## config.mk

```make
export PLATFORM = sky130hd
export DESIGN_NAME = dyn_bus_sizer
export DESIGN_NICKNAME = d
export VERILOG_FILES = /design/src/rtl/dyn_bus_sizer_pkg.sv /design/src/rtl/dbs_ack_decode.sv /design/src/rtl/dbs_wlane_steer.sv /design/src/rtl/dbs_rd_gather.sv /design/src/rtl/dyn_bus_sizer.sv
export SDC_FILE = /design/constraint.sdc
export NUM_CORES = 1
export LEC_CHECK = 0
export BUFFER_PORTS_ARGS = -buffer_cell sky130_fd_sc_hd__clkbuf_2
export CELL_PAD_IN_SITES_DETAIL_PLACEMENT = 1
export CELL_PAD_IN_SITES_GLOBAL_PLACEMENT = 2
export CORE_UTILIZATION = 25
export CTS_CLUSTER_DIAMETER = 50
export DETAILED_ROUTE_END_ITERATION = 10
export PLACE_DENSITY_LB_ADDON = 0.12
export SYNTH_ARGS = -nofsm -noshare
export SYNTH_HDL_FRONTEND = slang
export SYNTH_SLANG_ARGS = --single-unit
```

## constraint.sdc

```tcl
create_clock -name clk -period 6.6 [get_ports clk]
set_input_delay 0.66 -clock clk [delete_from_list [all_inputs] [get_ports clk]]
set_output_delay 0.66 -clock clk [all_outputs]
set_load 0.05 [all_outputs]
```

## src/rtl/dyn_bus_sizer_pkg.sv

```systemverilog
package dyn_bus_sizer_pkg;

    localparam int LANES = 4;
    localparam int BUS_W = 8 * LANES;

    typedef enum logic [1:0] {
        ACK_W32  = 2'b00,
        ACK_W16  = 2'b01,
        ACK_W8   = 2'b10,
        ACK_WAIT = 2'b11
    } ack_code_e;

    typedef enum logic [1:0] {
        OPSZ_BYTE = 2'b00,
        OPSZ_WORD = 2'b01,
        OPSZ_LONG = 2'b10,
        OPSZ_RSV  = 2'b11
    } op_size_e;

    // operand size code -> byte count (1, 2 or 4)
    function automatic logic [2:0] op_bytes(input logic [1:0] sz);
        case (sz)
            OPSZ_BYTE: return 3'd1;
            OPSZ_WORD: return 3'd2;
            default:   return 3'd4;
        endcase
    endfunction

    // bus count code -> byte count (00 means four)
    function automatic logic [2:0] siz_count(input logic [1:0] code);
        return {code == 2'b00, code};
    endfunction

endpackage

```

## src/rtl/dbs_ack_decode.sv

```systemverilog
module dbs_ack_decode
    import dyn_bus_sizer_pkg::*;
(
    input  logic [1:0] ack_n,
    input  logic [1:0] offs,
    input  logic [2:0] rem,
    output logic       complete,
    output logic [1:0] port_off,
    output logic [2:0] moved
);
    logic [2:0] port_bytes;
    logic [2:0] room;

    always_comb begin
        complete = (ack_n != ACK_WAIT);
        case (ack_n)
            ACK_W16: begin port_bytes = 3'd2; port_off = {1'b0, offs[0]}; end
            ACK_W8:  begin port_bytes = 3'd1; port_off = 2'd0;            end
            default: begin port_bytes = 3'd4; port_off = offs;            end
        endcase
        room  = port_bytes - {1'b0, port_off};
        moved = (rem < room) ? rem : room;
    end

endmodule

```

## src/rtl/dbs_wlane_steer.sv

```systemverilog
module dbs_wlane_steer
    import dyn_bus_sizer_pkg::*;
(
    input  logic [BUS_W-1:0] rem_data,   // remaining bytes, next byte at 31:24
    input  logic [1:0]       offs,
    input  logic [2:0]       rem,
    output logic [BUS_W-1:0] lanes
);
    for (genvar L = 0; L < LANES; L++) begin : g_lane
        logic [2:0] lane_c, lane_h, d32, d16;
        logic       v32, v16;
        logic [1:0] idx;
        logic [7:0] sel;

        always_comb begin
            lane_c = 3'(L);
            lane_h = 3'(L % 2);
            d32    = lane_c - {1'b0, offs};
            d16    = lane_h - {2'b00, offs[0]};
            v32    = (lane_c >= {1'b0, offs}) && (d32 < rem);
            v16    = (lane_h >= {2'b00, offs[0]}) && (d16 < rem);
            if (v32)      idx = d32[1:0];
            else if (v16) idx = d16[1:0];
            else          idx = 2'd0;
            sel = rem_data[8*(LANES-1-int'(idx)) +: 8];
        end

        assign lanes[8*(LANES-1-L) +: 8] = sel;
    end

endmodule

```

## src/rtl/dbs_rd_gather.sv

```systemverilog
module dbs_rd_gather
    import dyn_bus_sizer_pkg::*;
(
    input  logic [BUS_W-1:0] bus_rdata,
    input  logic [1:0]       port_off,
    input  logic [2:0]       moved,
    output logic [BUS_W-1:0] got          // moved bytes, right-justified
);
    logic [BUS_W-1:0] aligned;

    always_comb begin
        aligned = bus_rdata << {port_off, 3'b000};
        got     = aligned >> {3'd4 - moved, 3'b000};
    end

endmodule

```

## src/rtl/dyn_bus_sizer.sv

```systemverilog
module dyn_bus_sizer
    import dyn_bus_sizer_pkg::*;
#(
    parameter int ADDR_W = 32
) (
    input  logic              clk,
    input  logic              rst_n,
    input  logic              req_valid,
    output logic              req_ready,
    input  logic              req_write,
    input  logic [1:0]        req_size,
    input  logic [ADDR_W-1:0] req_addr,
    input  logic [BUS_W-1:0]  req_wdata,
    output logic              done,
    output logic [BUS_W-1:0]  rd_data,
    output logic              bus_cyc,
    output logic              bus_we,
    output logic [ADDR_W-1:0] bus_addr,
    output logic [1:0]        bus_siz,
    output logic [BUS_W-1:0]  bus_wdata,
    input  logic [BUS_W-1:0]  bus_rdata,
    input  logic [1:0]        bus_ack_n
);
    typedef struct packed {
        logic              busy;
        logic              we;
        logic [ADDR_W-1:0] addr;
        logic [2:0]        rem;
        logic [BUS_W-1:0]  wq;
        logic [BUS_W-1:0]  acc;
        logic              done;
        logic [BUS_W-1:0]  rdata;
    } st_t;

    st_t s_q, s_d;

    logic             complete;
    logic [1:0]       port_off;
    logic [2:0]       moved;
    logic [BUS_W-1:0] got;
    logic [BUS_W-1:0] steer;
    logic [BUS_W-1:0] acc_next;
    logic [2:0]       new_bytes;

    dbs_ack_decode u_ack (
        .ack_n    (bus_ack_n),
        .offs     (s_q.addr[1:0]),
        .rem      (s_q.rem),
        .complete (complete),
        .port_off (port_off),
        .moved    (moved)
    );

    dbs_rd_gather u_gather (
        .bus_rdata (bus_rdata),
        .port_off  (port_off),
        .moved     (moved),
        .got       (got)
    );

    dbs_wlane_steer u_steer (
        .rem_data (s_q.wq),
        .offs     (s_q.addr[1:0]),
        .rem      (s_q.rem),
        .lanes    (steer)
    );

    always_comb begin
        s_d       = s_q;
        s_d.done  = 1'b0;
        new_bytes = op_bytes(req_size);
        acc_next  = (s_q.acc << {moved, 3'b000}) | got;
        if (!s_q.busy) begin
            if (req_valid) begin
                s_d.busy = 1'b1;
                s_d.we   = req_write;
                s_d.addr = req_addr;
                s_d.rem  = new_bytes;
                s_d.wq   = req_wdata << {3'd4 - new_bytes, 3'b000};
                s_d.acc  = '0;
            end
        end else if (complete) begin
            s_d.acc = acc_next;
            if (moved == s_q.rem) begin
                s_d.busy = 1'b0;
                s_d.done = 1'b1;
                s_d.rem  = 3'd0;
                if (!s_q.we) s_d.rdata = acc_next;
            end else begin
                s_d.addr = s_q.addr + ADDR_W'(moved);
                s_d.rem  = s_q.rem - moved;
                s_d.wq   = s_q.wq << {moved, 3'b000};
            end
        end
    end

    always_ff @(posedge clk) begin
        if (!rst_n) s_q <= '0;
        else        s_q <= s_d;
    end

    assign req_ready = !s_q.busy;
    assign done      = s_q.done;
    assign rd_data   = s_q.rdata;
    assign bus_cyc   = s_q.busy;
    assign bus_we    = s_q.we;
    assign bus_addr  = s_q.addr;
    assign bus_siz   = s_q.rem[1:0];
    assign bus_wdata = (s_q.busy && s_q.we) ? steer : '0;

    AST_FIRST_CYCLE: assert property (@(posedge clk) disable iff (!rst_n)
        (req_valid && req_ready) |=> (bus_cyc && bus_addr == $past(req_addr) && bus_we == $past(req_write)));
    AST_WAIT_HOLD: assert property (@(posedge clk) disable iff (!rst_n)
        (bus_cyc && bus_ack_n == 2'b11) |=> (bus_cyc && $stable(bus_addr) && $stable(bus_siz) && $stable(bus_we) && $stable(bus_wdata)));
    AST_ADDR_PLUS_COUNT: assert property (@(posedge clk) disable iff (!rst_n)
        (bus_cyc && bus_ack_n != 2'b11) |=> (!bus_cyc || (bus_addr + ADDR_W'(siz_count(bus_siz))) == $past(bus_addr + ADDR_W'(siz_count(bus_siz)))));
    AST_DONE_IDLE: assert property (@(posedge clk) disable iff (!rst_n)
        done |-> (!bus_cyc && req_ready));
    AST_DONE_AFTER_ACK: assert property (@(posedge clk) disable iff (!rst_n)
        done |-> ($past(bus_cyc) && $past(bus_ack_n) != 2'b11));
    AST_DONE_SINGLE: assert property (@(posedge clk) disable iff (!rst_n)
        done |=> !done);

endmodule

```

# After elaboration in Yosys (flattened, before gate mapping)
# Cells that the tools add are included.
# word_totals
regBits	134
in_bits	104
output_inout_bits	102
word_cells	88
# classes
addsub	15
n_lt_le_gt_ge	11
n_eq_ne	7
shift	9
n_mux	22
bitwise_logic	3
n_reduce_logical	13
# op_table
op	n
$mux W132	1
$mux W32	4
$shiftx A32 B32 Y8	4
$mux W101	1
$mux W99	1
$shl A32 B6 Y32	3
$mux W33	1
$add A32 B3 Y32	1
$or A32 B32 Y32	1
$shl A32 B5 Y32	1
$shr A32 B6 Y32	1
$lt A3 B3 Y1	7
$sub A2 B2 Y3 const A	6
$mux W2	6
$pmux W3 S2	2
$mux W3	2
$reduce_and A3 Y1	2
$sub A1 B2 Y3 const A	2
$sub A3 B3 Y3 const A	2
$logic_and A1 B1 Y1	5
$eq A2 B1 Y1 const B	2
$ge A1 B2 Y1 const A	2
$ne A2 B2 Y1 const B	2
$pmux W2 S2	1
15 further kinds	20

# Longest topological paths before layout
# Gate-level depths: netlist (run 1).
# logic_depth
word_depth	12
mapped_depth	27
depth_no_buf	19

# By module
# A second synthesis (run 1) with hierarchy kept.
# unflattened
cells_unflattened	1344
area_unflattened_um2	10473.8
# modules_own_cells
module	n_inst	cells_each	area_per_inst_um2	seq_area_each_um2
dyn_bus_sizer	1	950	7537.2	2682.6
dbs_wlane_steer	1	171	1413.9	0.0
dbs_rd_gather	1	195	1286.2	0.0
dbs_ack_decode	1	28	236.5	0.0

# Least setup slack after synthesis (run 1)
# Ideal clock, no wire load.
# synth_path
kind	in2reg
startpoint	input bus_ack_n[0]
endpoint	register s_q, in the netlist rd_data[0]
setup_time_ns	0.059
arrival_ns	5.716
required_ns	6.541
slack_ns	0.826
cell_stages	25
n_path_buf	7
cell_sequence	inv_1 -> ha_1 -> clkbuf_1 -> and2_0 -> buf_2 -> nor2_1 -> ha_1 -> nor2_1 -> xnor2_1 -> ha_1 -> clkbuf_1 -> a211oi_1 -> a21oi_4 -> inv_2 -> buf_6 -> buf_2 -> buf_4 -> buf_2 -> ha_1 -> xnor2_1 -> nand2b_1 -> nor2_1 -> nor4b_2 -> a221o_1 -> o221a_2
# synth_between
elab_chain_len	8
elab_cells_between_ends	15
cone_classes	add/sub (2); order compare (1); eq/ne (4); shift (3); mux (3); bitwise (1); reduce/logical (1)
# synth_lines
item	line_no	source
from (decl)	dyn_bus_sizer.sv:22	input logic [1:0] bus_ack_n
$eq A2 B2 Y1 or $eq A2 B1 Y1 (tied branches)	dbs_ack_decode.sv:16	case (ack_n)
$pmux W3 S2 or $pmux W2 S2 (tied branches)	dbs_ack_decode.sv:16	
$sub A3 B2 Y3	dbs_ack_decode.sv:21	room = port_bytes - {1'b0, port_off};
$lt A3 B3 Y1	dbs_ack_decode.sv:22	moved = (rem < room) ? rem : room;
$mux W3	dbs_ack_decode.sv:22	
$sub A3 B3 Y3	dbs_rd_gather.sv:13	got = aligned >> {3'd4 - moved, 3'b000};
$shr A32 B6 Y32	dbs_rd_gather.sv:13	
$or A32 B32 Y32	dyn_bus_sizer.sv:72	acc_next = (s_q.acc << {moved, 3'b000}) | got;
to (signal assigned)	dyn_bus_sizer.sv:98	if (!rst_n) s_q <= '0;
to (signal assigned)	dyn_bus_sizer.sv:99	else s_q <= s_d;
to (decl)	dyn_bus_sizer.sv:35	st_t s_q, s_d;
# Parallel ways exist; a longest one is shown, timed or not.
# A chain may end at the register's enable or synchronous reset.

# Final worst setup path (run 1)
# layout_path
startpoint	input bus_ack_n[0]
endpoint	register s_q, in the netlist rd_data[1]
# The elaborated chain is that of the path after synthesis.

==> results of run 1 <==
## cells in the final DEF, fill, tap and decap left out, drive strengths merged, types with 23 or more instances in the layout
cell / synthesis / final
clkbuf: 67 / 228
dfxtp: 134 / 134
nand2: 123 / 123
o21ai: 106 / 106
nor2: 59 / 59
a21oi: 59 / 59
a221oi: 44 / 44
a211oi: 41 / 41
mux2i: 37 / 37
buf: 88 / 33
mux2: 29 / 29
nand3: 26 / 26
a22oi: 26 / 26
a22o: 25 / 25
ha: 24 / 24
nor2b: 23 / 23
## area by class of cell
| cell class | count | area (sq um) | share of cell area |
|---|---|---|---|
| clock inverters | 9 | 75.1 | 0.00657 |
| diodes | 1 | 2.50 | 0.000219 |
| repair buffers | 238 | 1270 | 0.111 |
| clock buffers | 23 | 488 | 0.0427 |
| inverters | 19 | 71.3 | 0.00624 |
| multi-input cells | 873 | 6180 | 0.541 |
| well taps | 518 | 648 | 0.0567 |
| flip-flops and latches | 134 | 2680 | 0.235 |
## worst max-delay path, delay by kind of cell
family	cells	cell delay (ns)
buffers and inverters	5	0.61
AOI/OAI and AO/OA	3	0.66
and+or+nand+nor	7	1.67
xor gates and xnor gates	2	0.49
adders and majority gates	4	1.35
muxes	1	0.36
## worst paths after layout
check	cells past startpoint	slack, ns	end	startpoint
max	22	1.17	rd_data[1]	bus_ack_n[0]
min	3	0.45	bus_we	req_write
min reg2reg	2	0.46	rd_data[11]	rd_data[11]
max reg2reg	19	1.75	rd_data[1]	bus_addr[1]
## where the power goes
| part | switching (uW) | leakage (uW) | internal (uW) |
|---|---|---|---|
| clock | 393 | 0.000279 | 554 |
| combinational | 893 | 0.00313 | 435 |
| sequential | 119 | 0.00110 | 902 |
## state kept, by name (all words and copies together), names as in the netlist
register and cells:
bus_addr 32, bus_cyc 1, bus_siz 2, bus_we 1, done 1, rd_data 32
s_q 65
## layer usage
metal  share of wire  vias up  track usage
li1                -     4646            -
met1            0.46     4892        0.277
met2            0.48      232        0.360
met3           0.035       39       0.0328
met4           0.020        0       0.0639
met5               0        -            0
## logic make-up after synthesis
kind of cell / Yosys count / share of synthesized area
AOI/OAI and AO/OA: 427 / 0.310
xor gates and xnor gates: 18 / 0.0180
adders and majority gates: 26 / 0.0348
buffers and inverters: 174 / 0.0959
DFF: 134 / 0.274
muxes: 82 / 0.109
and+or+nand+nor: 320 / 0.158
## per-stage QoR
stage | power [uW] | std cells | hold slack [ns] | cell area (sq um)
final | 3300 | 1815 | 0.453 | 11400
after global routing | 3480 | 1814 | 0.448 | 11400
after CTS | 3340 | 1814 | 0.432 | 11400
after detailed placement | 2370 | 1782 | 0.458 | 10900
after global placement | 2370 | 1782 | 0.447 | 10900
after floorplan | 1980 | 1181 | 0.430 | 9790
==> flow_metrics.env, run 1 <==
export IMPL_clock_root_buffer="clkbuf_16"
export IMPL_ant_nets=0
export IMPL_nets=1413
export IMPL_max_stage_delay_ns=0.74
export IMPL_die_w_um=200
export IMPL_slew_violations=0
export IMPL_synth_edf_count=0
export IMPL_peakVddDrop_mv=0.176
export IMPL_clockBufferDepth=2
export IMPL_power_leakage_uw=0.00450
export IMPL_numCtsBuffers=17
export IMPL_avgSynthCellArea_sq_um=8.29
export IMPL_overflow=0
export IMPL_crit_required_ns=6.98
export IMPL_dp_hpwl_um=30800
export IMPL_post_cts_buffers=0
export IMPL_vias_per_cell=5.40
export IMPL_rsz0062_at_grt="no"
export IMPL_synth_most_common_cell="dfxtp_1"
export IMPL_portBuffers=205
export IMPL_grt_max_degree=69
export IMPL_path_clk_slew_ns=0.06
export IMPL_nFillCells=4623
export IMPL_synth_async_sr_flop_share=0
export IMPL_slowest_stage="nor4b_2"
export IMPL_cts_sink_count=134
export IMPL_seq_area_frac_synth=0.274
export IMPL_syn_area_sq_um=9790
export IMPL_relSlewSlack=0.213
export IMPL_area_delta_synth_final_pct=16.7
export IMPL_cts_resized=0
export IMPL_cp_end_kind="flip-flop"
export IMPL_period_needed_ns=5.43
export IMPL_routed_wl_um=41800
export IMPL_synth_ff_type="dfxtp_1"
export IMPL_drtIter0Drc=475
export IMPL_pre_cts_ws_ns=0.708
export IMPL_cp_arrival_ns=5.81
export IMPL_synth_area_leader_cell="dfxtp_1"
export IMPL_synth_cell_type_count=74
export IMPL_status="completed"
export IMPL_fin_util=0.296
export IMPL_skew_ns=0.0130
export IMPL_gp_congestion=0.832
export IMPL_clock_latency_ns=0.44
export IMPL_yosysWarnings=0
export IMPL_boundaryPins=206
export IMPL_period_share=0.823
export IMPL_drc_errors=0
export IMPL_coreArea_sq_um=38600
export IMPL_syn_instance_count=1181
export IMPL_synthTopCellsByArea="dfxtp_1 (27%), o21ai_0 (5.4%), buf_4 (5.2%), nand2_1 (4.7%), a221oi_1 (3.9%)"
export IMPL_initial_core_util=0.253
export IMPL_max_cap_viol_count=0
export IMPL_grt_pass1_wl_um=63400
export IMPL_grt_pass1_vias=10000
export IMPL_synth_top_area_frac=0.274
export IMPL_cp_start_kind="input port"
export IMPL_critical_path_class="input port to flip-flop"
export IMPL_yosys_top_cells_count="dfxtp_1 (134), nand2_1 (123), o21ai_0 (105)"
export IMPL_setup_violations=0
export IMPL_vias=9809
export IMPL_wl_per_cell_um=23.0
export IMPL_die_height_um=200
export IMPL_fin_ws_ns=1.17
export IMPL_first_pass_iters=5
export IMPL_cp_max_fo=13
export IMPL_crit_top_cell="ha_1"
export IMPL_setup_tns_ns=0
export IMPL_hold_viol=0
export IMPL_track_usage=0.213
export IMPL_cts_tree="built"
export IMPL_min_path_type="input port to flip-flop"
export IMPL_power_density_nw_per_um2=288
export IMPL_cts_htree_levels=4
export IMPL_ys_seq_elements=134
export IMPL_grt_antenna_before_repair=1
export IMPL_hold_buffers=0
export IMPL_synth_fp_nets=1311
export IMPL_worstMarginPinSlew_ns=1.17
export IMPL_std_cell_rows=72
export IMPL_timing_fmax_ghz=0.184
export IMPL_dieArea_sq_um=39900
export IMPL_drive_above_1_share=0.260
export IMPL_worstPathCellList="clkbuf_2 > inv_1 > ha_1 > and2_0 > buf_4 > nor2_1 > ha_1 > nor2_1 > xnor2_1 > ha_1 > nand4_1 > mux2i_1 > a211o_2 > inv_1 > ha_1 > xnor2_1 > nand2b_1 > buf_4 > nor2_1 > nor4b_2 > a221o_1 > o221a_2"
No activity file was read; power rests on OpenSTA's default activity.
==> run 2, diff against run 1 <==
- clock period: 6.6 -> 4.8 ns (I/O delays scaled with it)
==> run 2 against run 1 <==
Net effect:
- die area unchanged
- core utilization up 0.83 points
- combinational power up 46%
- largest cell class unchanged
- power rose by 45%
- sequential share of layout area down 0.64 points
- highest routed layer unchanged
- first-iteration DRC count rose by 3.2%
- worst setup slack worse by 0.68 ns
- critical path depth is 3 lower
==> flow_metrics.env, run 2 (synthesized netlist as in run 1, its figures left out) <==
export IMPL_crit_top_cell="ha_1"
export IMPL_pre_cts_ws_ns=-0.00454
export IMPL_setup_violations=0
export IMPL_slowest_stage="a221oi_1"
export IMPL_drive_above_1_share=0.279
export IMPL_overflow=0
export IMPL_worstPathCellList="clkbuf_2 > inv_1 > ha_1 > nor2b_1 > nor2_1 > ha_1 > nor2_1 > xnor2_1 > ha_1 > nand3_1 > and3_1 > a211o_2 > inv_1 > ha_2 > xnor2_2 > and2_1 > a221oi_1 > a22oi_1 > a22o_1"
export IMPL_status="completed"
export IMPL_peakVddDrop_mv=0.296
export IMPL_hold_start="req_addr[28]"
export IMPL_path_clk_slew_ns=0.07
export IMPL_final_common_cell="clkbuf_2"
export IMPL_boundaryPins=206
export IMPL_power_leakage_uw=0.00464
export IMPL_nets=1434
export IMPL_numCtsBuffers=17
export IMPL_period_needed_ns=4.32
export IMPL_routed_wl_um=42400
export IMPL_grt_antenna_before_repair=0
export IMPL_dpl_cell_area_sq_um=11100
export IMPL_grt_max_degree=74
export IMPL_hold_depth=3
export IMPL_ant_nets=0
export IMPL_wl_per_cell_um=23.1
export IMPL_period_share=0.900
export IMPL_cts_sink_count=134
export IMPL_max_cap_viol_count=0
export IMPL_worstMarginPinSlew_ns=1.11
export IMPL_die_height_um=200
export IMPL_first_pass_iters=5
export IMPL_die_w_um=200
export IMPL_cp_end_kind="flip-flop"
export IMPL_relSlewSlack=0.257
export IMPL_clock_latency_ns=0.44
export IMPL_portBuffers=205
export IMPL_cts_resized=0
export IMPL_fin_cells=1836
export IMPL_critical_path_class="input port to flip-flop"
export IMPL_post_cts_buffers=0
export IMPL_cp_max_fo=8
export IMPL_track_usage=0.217
export IMPL_holdPathEnd="bus_addr[28]"
export IMPL_dp_hpwl_um=31600
export IMPL_initial_core_util=0.253
export IMPL_largest_register_ffs=65
export IMPL_cts_tree="built"
export IMPL_crit_required_ns=5.13
export IMPL_hold_buffers=0
export IMPL_clock_root_buffer="clkbuf_16"
export IMPL_vias_per_cell=5.40
export IMPL_cp_arrival_ns=4.64
export IMPL_fin_ws_ns=0.482
export IMPL_cts_htree_levels=4
export IMPL_cp_start_kind="input port"
export IMPL_skew_ns=0.00868
export IMPL_drtIter0Drc=490
export IMPL_grt_pass1_vias=10400
export IMPL_coreArea_sq_um=38600
export IMPL_dieArea_sq_um=39900
export IMPL_grt_pass1_wl_um=65000
export IMPL_top_register="s_q"
export IMPL_power_density_nw_per_um2=408
export IMPL_layout_common_cells="clkbuf_2 (205), dfxtp_1 (134), nand2_1 (123)"
export IMPL_rrSetupSlack_ns=0.72
export IMPL_reg2reg_depth=16
export IMPL_max_stage_delay_ns=0.50
export IMPL_fin_area_sq_um=11700
export IMPL_gp_congestion=0.816
export IMPL_setup_tns_ns=0
export IMPL_hold_viol=0
export IMPL_placed_cells=1803
export IMPL_timing_fmax_ghz=0.232
export IMPL_clockBufferDepth=2
export IMPL_area_delta_synth_final_pct=20.0
export IMPL_min_path_type="input port to flip-flop"
export IMPL_vias=9913
export IMPL_drc_errors=0
export IMPL_rsz0062_at_grt="no"
export IMPL_reg2reg_from="bus_addr[1]"
export IMPL_r2r_end="s_q[44]"
export IMPL_std_cell_rows=72
export IMPL_slew_violations=0
run 2: cell types whose count changed in the layout (fill, tap and decap cells not counted), moves of 3 or more:
cell	previous run	this run
bufinv_16	1	4
clkinvlp_4	2	5
clkinv_2	6	2
buf_4	33	51
buf_12	0	3
clkbuf_8	4	0
run 2: worst max-delay path by stage:
| stage | start | to | slack (ns) | cells past startpoint |
|---|---|---|---|---|
| detailed placement | bus_ack_n[0] | bus_addr[23] | -0.005 | 20 |
| finish | bus_ack_n[0] | s_q[44] | 0.48 | 19 |
| global route | bus_ack_n[0] | bus_addr[23] | 0.16 | 20 |
| floorplan | bus_ack_n[0] | bus_addr[23] | -0.003 | 23 |
| global placement | bus_ack_n[0] | bus_addr[23] | 0.09 | 20 |
| CTS | bus_ack_n[0] | bus_addr[23] | 0.44 | 20 |
run 2: layout make-up:
cell class,instances,area (sq um)
clock buffer,17,425
timing repair buffer,259,1470
sequential,134,2680
multi-input combinational,873,6240
tap,518,648
inverter,19,71.3
antenna,1,2.50
fill,4618,26900
clock inverter,15,203
run 2: where the power goes:
| group | total, uW | internal [uW] | leakage, uW | switching (uW) |
|---|---|---|---|---|
| combinational | 1940 | 666 | 0.00326 | 1270 |
| clock | 1450 | 872 | 0.000292 | 580 |
| sequential | 1400 | 1240 | 0.00110 | 159 |
run 2: metal layers:
layer  global-route usage  wire length (um)
met5                    0                 0
met4               0.0712               998
met3               0.0284              1450
met2                0.377             21000
met1                0.275             19000
run 2: critical path: cells and delay by family:
| kind | cells | cell delay [ns] |
|---|---|---|
| fa+ha+maj | 4 | 1.20 |
| simple gates | 6 | 1.03 |
| xor+xnor | 2 | 0.23 |
| compound gates | 4 | 1.39 |
| buf+inv | 3 | 0.29 |
run 2: metrics by stage:
| stage | utilization | hold slack (ns) | total power (uW) |
|---|---|---|---|
| 6_report | 0.304 | 0.274 | 4790 |
| 5_1_grt | 0.304 | 0.283 | 5060 |
| 4_1_cts | 0.304 | 0.252 | 4840 |
| 3_5_place_dp | 0.288 | 0.456 | 3370 |
| 3_3_place_gp | 0.288 | 0.450 | 3360 |
| 2_1_floorplan | - | 0.430 | 2750 |
==> run 3, diff against run 2 <==
- clock period: 4.8 -> 4.38 ns (I/O delays scaled with it)
==> run 3 against run 2 <==
Net effect:
- cell count rose by 1.2%
- worst hold slack got worse by 0.038 ns
- flip-flop and latch count did not move
- sequential power rose by 10%
- clock skew barely moved
- first-iteration DRC count rose by 21%
- critical path depth fell by 8
- global-route usage fell by 0.73 points
- power rose by 11%
- sequential share of layout area fell by 0.74 points
- clock power rose by 6%
==> flow_metrics.env, run 3 (synthesized netlist as in run 1, its figures left out) <==
export IMPL_critPathTopFamily="compound AO/OA/AOI/OAI gates"
export IMPL_nets=1457
export IMPL_fin_ws_ns=0.225
export IMPL_portBuffers=205
export IMPL_grt_pass1_vias=10000
export IMPL_grt_max_degree=58
export IMPL_cts_sink_count=134
export IMPL_final_common_cell="clkbuf_2"
export IMPL_overflow=0
export IMPL_cp_max_fo=29
export IMPL_peakVddDrop_mv=0.284
export IMPL_hold_viol=0
export IMPL_die_w_um=200
export IMPL_hold_buffers=0
export IMPL_layout_common_cells="clkbuf_2 (201), dfxtp_1 (134), nand2_1 (122)"
export IMPL_p_total_uw=5300
export IMPL_dp_hpwl_um=31400
export IMPL_clock_latency_ns=0.43
export IMPL_hold_depth=3
export IMPL_clockBufferDepth=2
export IMPL_setup_violations=0
export IMPL_max_stage_delay_ns=0.47
export IMPL_routed_wl_um=41500
export IMPL_cp_arrival_ns=3.72
export IMPL_vias_per_cell=5.31
export IMPL_cp_end_kind="output port"
export IMPL_worstMarginPinSlew_ns=1.22
export IMPL_pre_cts_ws_ns=-0.0729
export IMPL_reg2reg_depth=12
export IMPL_cts_tree="built"
export IMPL_grt_antenna_before_repair=1
export IMPL_min_path_type="input port to flip-flop"
export IMPL_track_usage=0.209
export IMPL_largest_register_ffs=65
export IMPL_fin_util=0.314
export IMPL_r2r_end="s_q[94]"
export IMPL_timing_fmax_ghz=0.241
export IMPL_die_height_um=200
export IMPL_critical_path_class="flip-flop to output port"
export IMPL_cts_htree_levels=4
export IMPL_power_leakage_uw=0.00483
export IMPL_boundaryPins=206
export IMPL_drtIter0Drc=593
export IMPL_crit_required_ns=3.94
export IMPL_cp_start_kind="flip-flop"
export IMPL_wl_per_cell_um=22.3
export IMPL_first_pass_iters=5
export IMPL_nFillCells=4571
export IMPL_reg2reg_from="bus_addr[0]"
export IMPL_power_density_nw_per_um2=436
export IMPL_skew_ns=0.00903
export IMPL_period_needed_ns=4.16
export IMPL_drive_above_1_share=0.307
export IMPL_relSlewSlack=0.180
export IMPL_gp_congestion=0.828
export IMPL_clock_root_buffer="clkbuf_16"
export IMPL_drc_errors=0
export IMPL_antenna_cells=0
export IMPL_grt_pass1_wl_um=63500
export IMPL_ant_nets=0
export IMPL_hold_start="req_addr[28]"
export IMPL_std_cell_rows=72
export IMPL_rsz0062_at_grt="no"
export IMPL_slew_violations=0
export IMPL_vias=9867
export IMPL_coreArea_sq_um=38600
export IMPL_worstPathCellList="buf_12 > inv_1 > ha_1 > inv_1 > ha_1 > a21o_1 > a211o_1 > or2_2 > mux2i_1 > a211oi_1 > clkbuf_2"
export IMPL_numCtsBuffers=17
export IMPL_worst_hold_slack_ns=0.237
export IMPL_holdPathEnd="bus_addr[28]"
export IMPL_period_share=0.949
export IMPL_rrSetupSlack_ns=0.49
export IMPL_slowest_stage="dfxtp_1"
export IMPL_cp_num_buf_inv=4
export IMPL_path_clk_slew_ns=0.06
export IMPL_max_cap_viol_count=0
export IMPL_initial_core_util=0.253
export IMPL_status="completed"
export IMPL_top_register="s_q"
export IMPL_dieArea_sq_um=39900
export IMPL_area_delta_synth_final_pct=24.1
[run 3: what timing repair did]
action / in CTS / in global routing
resized for setup: 0 / 1
endpoints found under the setup margin: 0 / 3
buffers inserted: 0 / 0
[run 3: routing by layer]
layer,vias up,share of wire,track usage
met5,-,0,0
met4,0,0.011,0.0435
met3,26,0.033,0.0260
met2,201,0.44,0.315
met1,4899,0.52,0.315
li1,4741,-,-
[run 3: through the flow]
stage / TNS [ns] / area (sq um) / std cells
finish: 0 / 12100 / 1858
global route: 0 / 12100 / 1858
CTS: 0 / 12100 / 1858
detailed placement: -0.655 / 11500 / 1826
global placement: -0.0308 / 11500 / 1826
floorplan: -0.0756 / 10100 / 1181
[run 3: worst min-delay path, stage by stage]
cell and delay (ns):
clkbuf_2 0.08, nand2_1 0.05, a21oi_1 0.05
[run 3: area by class of cell]
class                           count  area [sq um]  share of cell area
Clock buffer                       20           467              0.0384
Inverter                           19          81.3             0.00670
Multi-Input combinational cell    873          6400               0.527
Timing Repair Buffer              282          1710               0.141
Sequential cell                   134          2680               0.221
Tap cell                          518           648              0.0534
Clock inverter                     12           150              0.0124
[run 3: report_power, final]
part           internal, uW  total [uW]  leakage [uW]  switching [uW]
Sequential             1360        1540       0.00110             179
Combinational           812        2230       0.00344            1420
Clock                   940        1530      0.000298             589
[run 3: worst max-delay path by stage]
stage / startpoint / end / depth (start not counted)
final: bus_addr[0] / bus_wdata[10] / 11
after global routing: bus_addr[0] / bus_wdata[9] / 11
after CTS: bus_addr[0] / bus_wdata[11] / 11
after detailed placement: bus_ack_n[0] / s_q[94] / 16
after global placement: bus_ack_n[0] / s_q[89] / 16
after floorplan: bus_ack_n[0] / rd_data[0] / 25
